[src/rtl/bcd7_pkg.sv]
package bcd7_pkg;
  localparam int unsigned BCD_W = 4;
  localparam int unsigned SEG_W = 7;

  typedef logic [BCD_W-1:0] bcd_t;
  typedef logic [SEG_W-1:0] seg_t;

  localparam seg_t SEG_DARK = '1;
  localparam seg_t SEG_FULL = '0;

  typedef enum logic [1:0] {
    DRV_DATA   = 2'd0,
    DRV_LAMP   = 2'd1,
    DRV_DARK   = 2'd2,
    DRV_RIPPLE = 2'd3
  } drv_e;
endpackage

[src/rtl/bcd7_zero_detect.sv]
module bcd7_zero_detect
  import bcd7_pkg::*;
#(
  parameter int unsigned W = BCD_W
) (
  input  logic [W-1:0] val_i,
  output logic         zero_o
);
  assign zero_o = ~|val_i;
endmodule

[src/rtl/bcd7_glyph.sv]
module bcd7_glyph
  import bcd7_pkg::*;
(
  input  bcd_t code_i,
  output seg_t glyph_o
);
  // abcdefg, bit 6 = a, 0 lights
  always_comb begin
    unique case (code_i)
      4'd0:  glyph_o = 7'b0000001;
      4'd1:  glyph_o = 7'b1001111;
      4'd2:  glyph_o = 7'b0010010;
      4'd3:  glyph_o = 7'b0000110;
      4'd4:  glyph_o = 7'b1001100;
      4'd5:  glyph_o = 7'b0100100;
      4'd6:  glyph_o = 7'b1100000;
      4'd7:  glyph_o = 7'b0001111;
      4'd8:  glyph_o = 7'b0000000;
      4'd9:  glyph_o = 7'b0001100;
      4'd10: glyph_o = 7'b1110010;
      4'd11: glyph_o = 7'b1100110;
      4'd12: glyph_o = 7'b1011100;
      4'd13: glyph_o = 7'b0110100;
      4'd14: glyph_o = 7'b1110000;
      default: glyph_o = 7'b1111110;
    endcase
  end
endmodule

[src/rtl/bcd7_override.sv]
module bcd7_override
  import bcd7_pkg::*;
(
  input  seg_t glyph_i,
  input  logic zero_i,
  input  logic lt_ni,
  input  logic rbi_ni,
  input  logic blank_ni,
  output seg_t seg_o,
  output logic rbo_o
);
  drv_e mode;

  // priority: blank > lamp test > ripple zero > data
  always_comb begin
    if (!blank_ni)                mode = DRV_DARK;
    else if (!lt_ni)              mode = DRV_LAMP;
    else if (!rbi_ni && zero_i)   mode = DRV_RIPPLE;
    else                          mode = DRV_DATA;
  end

  for (genvar i = 0; i < SEG_W; i++) begin : g_seg
    always_comb begin
      unique case (mode)
        DRV_DATA: seg_o[i] = glyph_i[i];
        DRV_LAMP: seg_o[i] = SEG_FULL[i];
        default:  seg_o[i] = SEG_DARK[i];
      endcase
    end
  end

  assign rbo_o = (mode != DRV_RIPPLE);
endmodule

[src/rtl/bcd7_decoder.sv]
module bcd7_decoder
  import bcd7_pkg::*;
(
  input  logic [BCD_W-1:0] bcd_i,
  input  logic             lt_ni,
  input  logic             rbi_ni,
  input  logic             blank_ni,
  output logic [SEG_W-1:0] seg_o,
  output logic             rbo_o
);
  seg_t glyph;
  logic zero;

  bcd7_glyph u_glyph (
    .code_i  (bcd_i),
    .glyph_o (glyph)
  );

  bcd7_zero_detect #(.W(BCD_W)) u_zero (
    .val_i  (bcd_i),
    .zero_o (zero)
  );

  bcd7_override u_ovr (
    .glyph_i  (glyph),
    .zero_i   (zero),
    .lt_ni    (lt_ni),
    .rbi_ni   (rbi_ni),
    .blank_ni (blank_ni),
    .seg_o    (seg_o),
    .rbo_o    (rbo_o)
  );
endmodule

[config.mk]
export PLATFORM = sky130hd
export DESIGN_NAME = bcd7_decoder
export DESIGN_NICKNAME = d
export VERILOG_FILES = /design/src/rtl/bcd7_pkg.sv /design/src/rtl/bcd7_zero_detect.sv /design/src/rtl/bcd7_glyph.sv /design/src/rtl/bcd7_override.sv /design/src/rtl/bcd7_decoder.sv
export SDC_FILE = /design/constraint.sdc
export NUM_CORES = 1
export LEC_CHECK = 0
export BUFFER_PORTS_ARGS = -buffer_cell sky130_fd_sc_hd__buf_2
export CAP_MARGIN = 20
export CORE_AREA = 2 2 39 41
export DETAILED_ROUTE_END_ITERATION = 6
export DIE_AREA = 0 0 41 43
export PLACE_DENSITY = 0.46
export SYNTH_ARGS = -nofsm -noshare
export SYNTH_HDL_FRONTEND = slang
export SYNTH_SLANG_ARGS = --single-unit
[constraint.sdc]
create_clock -name vclk -period 1.75
set_input_delay 0.35 -clock vclk [all_inputs]
set_output_delay 0.35 -clock vclk [all_outputs]
set_load 0.02 [all_outputs]
======== After elaboration in Yosys (flattened, before gate mapping) ========
Memories as Yosys holds them, arrays and structs flattened.
Index checks and enable logic that the tools add are counted.
storage, ports and cells
  flip-flop bits (word level) ............. 0
  memory bits (read-only) ................. 112
  output and inout bits ................... 8
  memories kept ........................... 1
cells by class
  equality and inequality tests ........... 2
  multiplexer cells ....................... 10
  reductions and logical operators ........ 5
memories
  memory           words  width  rd ports  clocked after Yosys merged registers in  write ports  RTL line         source
  (no name shown)  16     7      1         0                                        0            bcd7_glyph.sv:9  unique case (code_i)
operator list
  cell                                                              count
  1-bit one-hot mux with 2 select lines                             7
  2-bit two-way mux                                                 3
  4-bit OR reduction                                                1
  2-bit by 1-bit == test with 1-bit output (second input constant)  1
  1-bit logical NOT                                                 2
  2-bit logical NOT                                                 1
  2-bit inequality test (second input constant)                     1
  1-bit logical AND                                                 1

======== Logic depth before layout (Yosys ltp) ========
Gate-level depths: netlist of run 1.
  depth in word-level cells ............... 8
  gate-level depth with buffers ........... 6
  mapped depth without buffers ............ 6

======== Hierarchy ========
A second synthesis of run 1 with hierarchy kept.
unflattened totals
  cells, all modules ...................... 44
  area, all modules ....................... 327.8 um^2
by module, submodules not included
  module            instances  cells each  area an instance (um^2)  sequential area each (um^2)
  bcd7_glyph        1          25          209.0                    0.0
  bcd7_override     1          18          106.4                    0.0
  bcd7_zero_detect  1          1           12.5                     0.0

======== Least setup slack after synthesis of run 1 ========
OpenSTA, ideal clock, no wires.
  path kind ............................... input to output
  start ................................... input port bcd_i[0]
  end ..................................... output port seg_o[0]
  data arrival time ....................... 1.599 ns
  required time ........................... 1.400 ns
  setup slack ............................. -0.199 ns
  stages .................................. 5
  cells stage by stage .................... inv_1 -> ha_1 -> nor4b_4 -> or2_4 -> o31ai_1
on the way
  longest elaborated chain between the ends .. 8
ends and longest elaborated chain
  what                                                                           RTL line               source
  start, declared                                                                bcd7_decoder.sv:4      input logic [BCD_W-1:0] bcd_i,
  4-bit OR reduction                                                             bcd7_zero_detect.sv:9  assign zero_o = ~|val_i;
  1-bit logical NOT                                                              bcd7_zero_detect.sv:9
  1-bit logical AND                                                              bcd7_override.sv:18    else if (!rbi_ni && zero_i) mode = DRV_RIPPLE;
  2-bit two-way mux                                                              bcd7_override.sv:18
  2-bit two-way mux                                                              bcd7_override.sv:17    else if (!lt_ni) mode = DRV_LAMP;
  2-bit two-way mux                                                              bcd7_override.sv:16    if (!blank_ni) mode = DRV_DARK;
  2-bit by 1-bit == test with 1-bit output or 2-bit logical NOT (tied branches)  bcd7_override.sv:24    unique case (mode)
  1-bit one-hot mux with 2 select lines (*)                                      bcd7_override.sv:24
  end, declared                                                                  bcd7_decoder.sv:8      output logic [SEG_W-1:0] seg_o,
Mark *: on every way between the ends. The rest lies on a longest branch, timed or not.

======== Worst setup path after layout of run 1 ========
  start ................................... input port bcd_i[0]
  end ..................................... output port seg_o[6]
The elaborated chain is that of the path after synthesis.

==> results of run 1 <==
timing repair:
| action | in CTS | in global routing |
|---|---|---|
| setup endpoints to repair | 7 | 8 |
| setup buffers | 3 | 1 |
| resized for setup | 20 | 7 |
| pin swaps | 7 | 0 |
area by class of cell:
type	instances	area [µm²]
multi-input cells	37	324
inverters	3	16.3
fillers	148	807
well taps	16	20.0
repair buffers	26	216
routing by layer:
| layer | GRT usage | wire length, µm | part of all wire |
|---|---|---|---|
| met5 | 0 | 0 | 0 |
| met4 | 0 | 0 | 0 |
| met3 | 0 | 31 | 0.039 |
| met2 | 0.219 | 467 | 0.58 |
| met1 | 0.0854 | 302 | 0.38 |
synth_stat cells, drive strengths merged:
library cell  count
or2               1
buf               2
nand2b            2
o31ai             1
nand3             1
nand2             4
a21oi             3
ha                6
nor4b             1
a21boi            1
mux2i             2
nor2              4
inv               3
mux2              1
a311oi            1
o21ai             9
power by group through the flow:
stage / registers [µW] / logic [µW] / clock network (µW)
finish: 0 / 139 / 0
global route: 0 / 154 / 0
CTS: 0 / 134 / 0
detailed placement: 0 / 111 / 0
global placement: 0 / 111 / 0
floorplan: 0 / 72.8 / 0
critical path: stages:
cell and delay [ps]:
buf_6 100, buf_4 130, ha_1 180, nand2b_1 140, a311oi_1 200, o21ai_1 110
nand2_1 100, buf_6 120
worst max path at each step:
stage	cells after the start	end
floorplan	5	seg_o[1]
global placement	7	seg_o[0]
detailed placement	7	seg_o[0]
CTS	8	seg_o[1]
global route	8	seg_o[1]
finish	8	seg_o[6]
cells by family (layout without fill, tap and decap cells):
family                   Yosys count  count (layout)
AND/OR/NAND/NOR                   13              13
adder cells (fa/ha/maj)            6               6
AO/OA/AOI/OAI                     15              15
multiplexers                       3               3
buffers and inverters              5              29
layout by cell type, fill, tap and decap left out:
cell type / count
o31ai_4: 1
inv_2: 1
ha_1: 5
mux2_2: 1
o21ai_0: 3
buf_8: 1
buf_6: 7
buf_2: 5
or2_4: 1
nand2_1: 4
inv_6: 1
o21ai_1: 3
a21oi_1: 3
o21ai_2: 3
nor2_1: 4
a311oi_1: 1
mux2i_1: 2
nand2b_1: 2
inv_1: 1
buf_4: 13
nand3_2: 1
ha_4: 1
a21boi_4: 1
nor4b_4: 1
stage by stage:
stage / util / area, µm² / power (µW)
2_1_floorplan: - / 325 / 72.8
3_3_place_gp: 0.325 / 450 / 111
3_5_place_dp: 0.325 / 450 / 111
4_1_cts: 0.394 / 546 / 134
5_1_grt: 0.417 / 577 / 154
6_report: 0.417 / 577 / 139
==> metrics.md, run 1 <==
| Metric | Value |
|---|---|
| Avg Inst Size Synth | `7.42 µm²` |
| Share of post-route cells with drive strength above 1 | `0.576` |
| WL final | `801 µm` |
| Clock Buffer Count | `0` |
| Final hold vios | `0` |
| Compound-cell area share of the yosys netlist | `0.293` |
| Outcome | `finished with violations` |
| Setup crit start | `bcd_i[0]` |
| Worst slack, placed | `-150 ps` |
| Synth Area in XOR/XNOR | `0` |
| Crit path launch type | `input pin` |
| Hold Startpoint | `blank_ni` |
| Post-synthesis sequential area ratio | `0` |
| DIE HEIGHT | `43 µm` |
| Area Growth Syn to Fin | `85.1%` |
| Post-route insts no fill | `82` |
| Setup-failing EPs final | `4` |
| Slew @ Worst Pin | `374 ps` |
| Initial drt markers | `0` |
| Global Route Usage Sum | `0.0969` |
| Vias per Instance | `4.50` |
| Worst rel slew slack | `0.748` |
| Largest net degree at the start of global routing | `8` |
| Crit end category | `primary output` |
| Core area | `1380 µm²` |
| Rows | `14` |
| VDD IR-drop max | `64.2 µV` |
| Initial core utilization | `0.225` |
| Pwr dens | `242 nW/µm²` |
| Syn Nets | `55` |
| Final period util | `1.02` |
| Largest family of logic cells by synthesized area | `compound AO/OA/AOI/OAI gates` |
| # IOs | `15` |
| Overflow after GRT | `0` |
| Syn Std Cell Area | `312 µm²` |
| Vias | `369` |
| Critical Path AT | `1430 ps` |
| Antenna Diode Count | `0` |
| Int Pwr | `69.0 µW` |
| Placed cell count | `78` |
| Multiplexer share of the synthesized area | `0.100` |
| # DRC | `0` |
| Crit path time final | `1780 ps` |
| Net Sw Frac | `0.505` |
| RSZ-0062 raised after global routing | `yes` |
| Die area | `1760 µm²` |
| Kind of critical path | `in -> out` |
| Worst setup margin | `-31.1 ps` |
| Hold Crit Class | `in -> out` |
| Area contributors post-synth | `ha_1 24%, o21ai_1 8.0%, nor4b_4 7.6%, buf_6 7.2%, mux2i_1 6.4%` |
| Distinct cells, synth | `18` |
| Area leader, netlist | `ha_1` |
| Die width | `41 µm` |
| Post-Synthesis Cells | `42` |
| DR WL/cell | `9.77 µm` |
| Vias in the first global route | `355` |
| Fin Setup TNS | `-78.8 ps` |
| Total number of yosys warnings | `0` |
| Endpoint, Worst Hold | `rbo_o` |
| First-pass GRT wire length | `1290 µm` |
| Power share of the combinational group | `1.000` |
| Register area | `0 µm²` |
| Switch Pwr | `70.5 µW` |
| Port Buffers | `15` |
| Hpwl dp | `651 µm` |
| Clk pwr share | `0` |
| Initial antenna violation count | `0` |
| # nets final | `81` |
| Failing checks | `setup timing` |
| Hold slack final | `999 ps` |
| Max-slew violations | `0` |
| Placer Congestion | `0.711` |
| LEAKAGE | `0.000273 µW` |
| Max-cap violations | `0` |
| Worst EP required | `1400 ps` |
| Fmax | `561 MHz` |
| Sequential cell count | `0` |
| Simple-gate share of the synthesized area | `0.257` |
| Synth top area share | `0.241` |
| Final antenna-violating net count | `0` |
| 1st-pass router iterations | `1` |
| CP Max Fanout | `3` |
| Sequential Power Share | `0` |
| Worst hold path depth | `3` |
| Post-cts hold buffer count | `0` |
| Adder-Cell Fraction of Synth Area | `0.241` |
Power figures use the tool's default switching activity.
==> inputs of run 2 (changes only) <==
--- a/config.mk
+++ b/config.mk
@@ -11,6 +11,8 @@
 export DETAILED_ROUTE_END_ITERATION = 6
 export DIE_AREA = 0 0 41 43
 export PLACE_DENSITY = 0.46
+export SLEW_MARGIN = 20
 export SYNTH_ARGS = -nofsm -noshare
 export SYNTH_HDL_FRONTEND = slang
 export SYNTH_SLANG_ARGS = --single-unit
+export TNS_END_PERCENT = 5
==> run 2 against run 1 <==
  * The flow still finishes with violations (setup timing)
  * Largest power group unchanged
  * Critical endpoint unchanged
  * First-iteration DRC count stayed put
  * Highest routed layer unchanged
  * Setup slack better by 3.5 ps
  * Cell count is 1.2% lower
  * Largest cell class unchanged
==> metrics.md, run 2 (synthesis gave the netlist of run 1 again) <==
| Metric | Value |
|---|---|
| Outcome | `finished with violations` |
| Failing checks | `setup timing` |
| LEAKAGE | `0.000263 µW (-3.8%)` |
| Antenna Diode Count | `0 (unchanged)` |
| Multi-input gate area | `319 µm² (-1.5%)` |
| Vias per Instance | `4.56 (+1.2%)` |
| Pwr dens | `245 nW/µm² (+1.5%)` |
| Worst EP required | `1400 ps (about the same)` |
| Die area | `1760 µm² (unchanged)` |
| CP Max Fanout | `3 (unchanged)` |
| Commonest non-fill, non-tap cell in the layout | `buf_4` |
| # nets final | `80 (-1.2%)` |
| Hold Crit Class | `in -> out` |
| Worst rel slew slack | `0.748 (about the same)` |
| Initial core utilization | `0.225 (unchanged)` |
| Worst path top cell family by delay | `buffers and inverters` |
| Max-slew violations | `0 (unchanged)` |
| Initial drt markers | `0 (unchanged)` |
| Critical Path AT | `1430 ps (about the same)` |
| Crit path buf inv count | `3 (unchanged)` |
| Sequential cell count | `0 (unchanged)` |
| 1st-pass router iterations | `1 (unchanged)` |
| # IOs | `15 (unchanged)` |
| CP max stage delay | `200 ps (about the same)` |
| Final period util | `1.02 (-0.00197)` |
| Fillers | `153 (+3.4%)` |
| Clock Buffer Count | `0 (unchanged)` |
| Hold Startpoint | `blank_ni` |
| Crit path launch type | `input pin` |
| Slowest CP cell | `a311oi_1` |
| Fmax | `563 MHz (+0.19%)` |
| Final antenna-violating net count | `0 (unchanged)` |
| Placer Congestion | `0.711 (unchanged)` |
| Core area | `1380 µm² (unchanged)` |
| Crit path time final | `1780 ps (-3.45 ps)` |
| Rows | `14 (unchanged)` |
| Area Growth Syn to Fin | `77.1%` |
| Fin area | `552 µm² (-4.3%)` |
| WL final | `765 µm (-4.5%)` |
| Overflow after GRT | `0 (unchanged)` |
| Most frequent cells in the layout | `12 x buf_4, 7 x buf_6, 6 x buf_2, 5 x ha_1` |
| Port Buffers | `15 (unchanged)` |
| Kind of critical path | `in -> out` |
| Worst slack, placed | `-150 ps (unchanged)` |
| Largest net degree at the start of global routing | `8 (unchanged)` |
| Share of post-route cells with drive strength above 1 | `0.554 (-0.0219)` |
| Crit end category | `primary output` |
| # DRC | `0 (unchanged)` |
| DIE HEIGHT | `43 µm (unchanged)` |
| Die width | `41 µm (unchanged)` |
| Initial antenna violation count | `0 (unchanged)` |
| Post-cts hold buffer count | `0 (unchanged)` |
| Max-cap violations | `0 (unchanged)` |
| Critical Path, Cell by Cell | `buf_6 -> buf_4 -> ha_1 -> nand2b_1 -> a311oi_1 -> o21ai_1 -> nand2_1 -> buf_6` |
| Global Route Usage Sum | `0.0969 (unchanged)` |
| First-pass GRT wire length | `1290 µm (unchanged)` |
| Vias in the first global route | `355 (unchanged)` |
| Worst path most repeated cell | `buf_6` |
| Register area | `0 µm² (unchanged)` |
| Hpwl dp | `651 µm (unchanged)` |
| Setup-failing EPs final | `4 (unchanged)` |
| Final hold vios | `0 (unchanged)` |
| Slew @ Worst Pin | `374 ps (-0.00203 ps)` |
| Setup crit start | `bcd_i[0]` |
| Worst setup margin | `-27.6 ps (+3.45 ps)` |
| DR WL/cell | `9.44 µm (-3.3%)` |
| VDD IR-drop max | `61.5 µV (-4.3%)` |
| Placed Area | `450 µm² (unchanged)` |
| RSZ-0062 raised after global routing | `yes` |
| Vias | `369 (unchanged)` |
## run 2: cell types whose count changed in the layout (fill, tap and decap cells not counted)
cell,before,now
buf_8,1,0
buf_2,5,6
nand3_1,0,1
inv_6,1,0
inv_4,0,1
buf_4,13,12
nand3_2,1,0
## run 2: layout make-up
type                       instances  share of cell area
multi-input combinational         37               0.578
inverter                           3              0.0249
timing repair buffer              25               0.361
tap                               16              0.0363
## run 2: final timing paths
path	to	cells after the start	slack, ps
worst max-delay path	seg_o[6]	8	-30
worst min-delay path	rbo_o	3	1010
## run 2: metrics by stage
| step | util | hold WS [ps] | power, µW | cells | setup TNS (ps) |
|---|---|---|---|---|---|
| final | 0.399 | 1010 | 135 | 81 | -83.6 |
| after floorplan | - | 860 | 72.8 | 42 | 0 |
| after global placement | 0.325 | 1010 | 111 | 78 | -765 |
| after CTS | 0.394 | 1020 | 134 | 81 | -87.4 |
| after detailed placement | 0.325 | 1010 | 111 | 78 | -885 |
| after global routing | 0.399 | 1030 | 150 | 81 | -690 |
## run 2: per-layer routing
layer,vias to the layer above,share of wire,GRT usage
met2,10,0.58,0.219
met3,0,0.046,0
met4,0,0,0
met5,-,0,0
met1,164,0.38,0.0854
li1,195,-,-
## run 2: where the power goes
part	total, µW	internal, µW	leakage, µW	switching [µW]
clock	0	0	0	0
sequential	0	0	0	0
combinational	135	66.2	0.000263	69.2
total	135	66.2	0.000263	69.2
## run 2: repair_timing
item,4_1_cts,5_1_grt
pin swaps,7,0
setup endpoints to repair,7,8
resized for setup,20,2
cloned,0,0
setup buffers,3,0
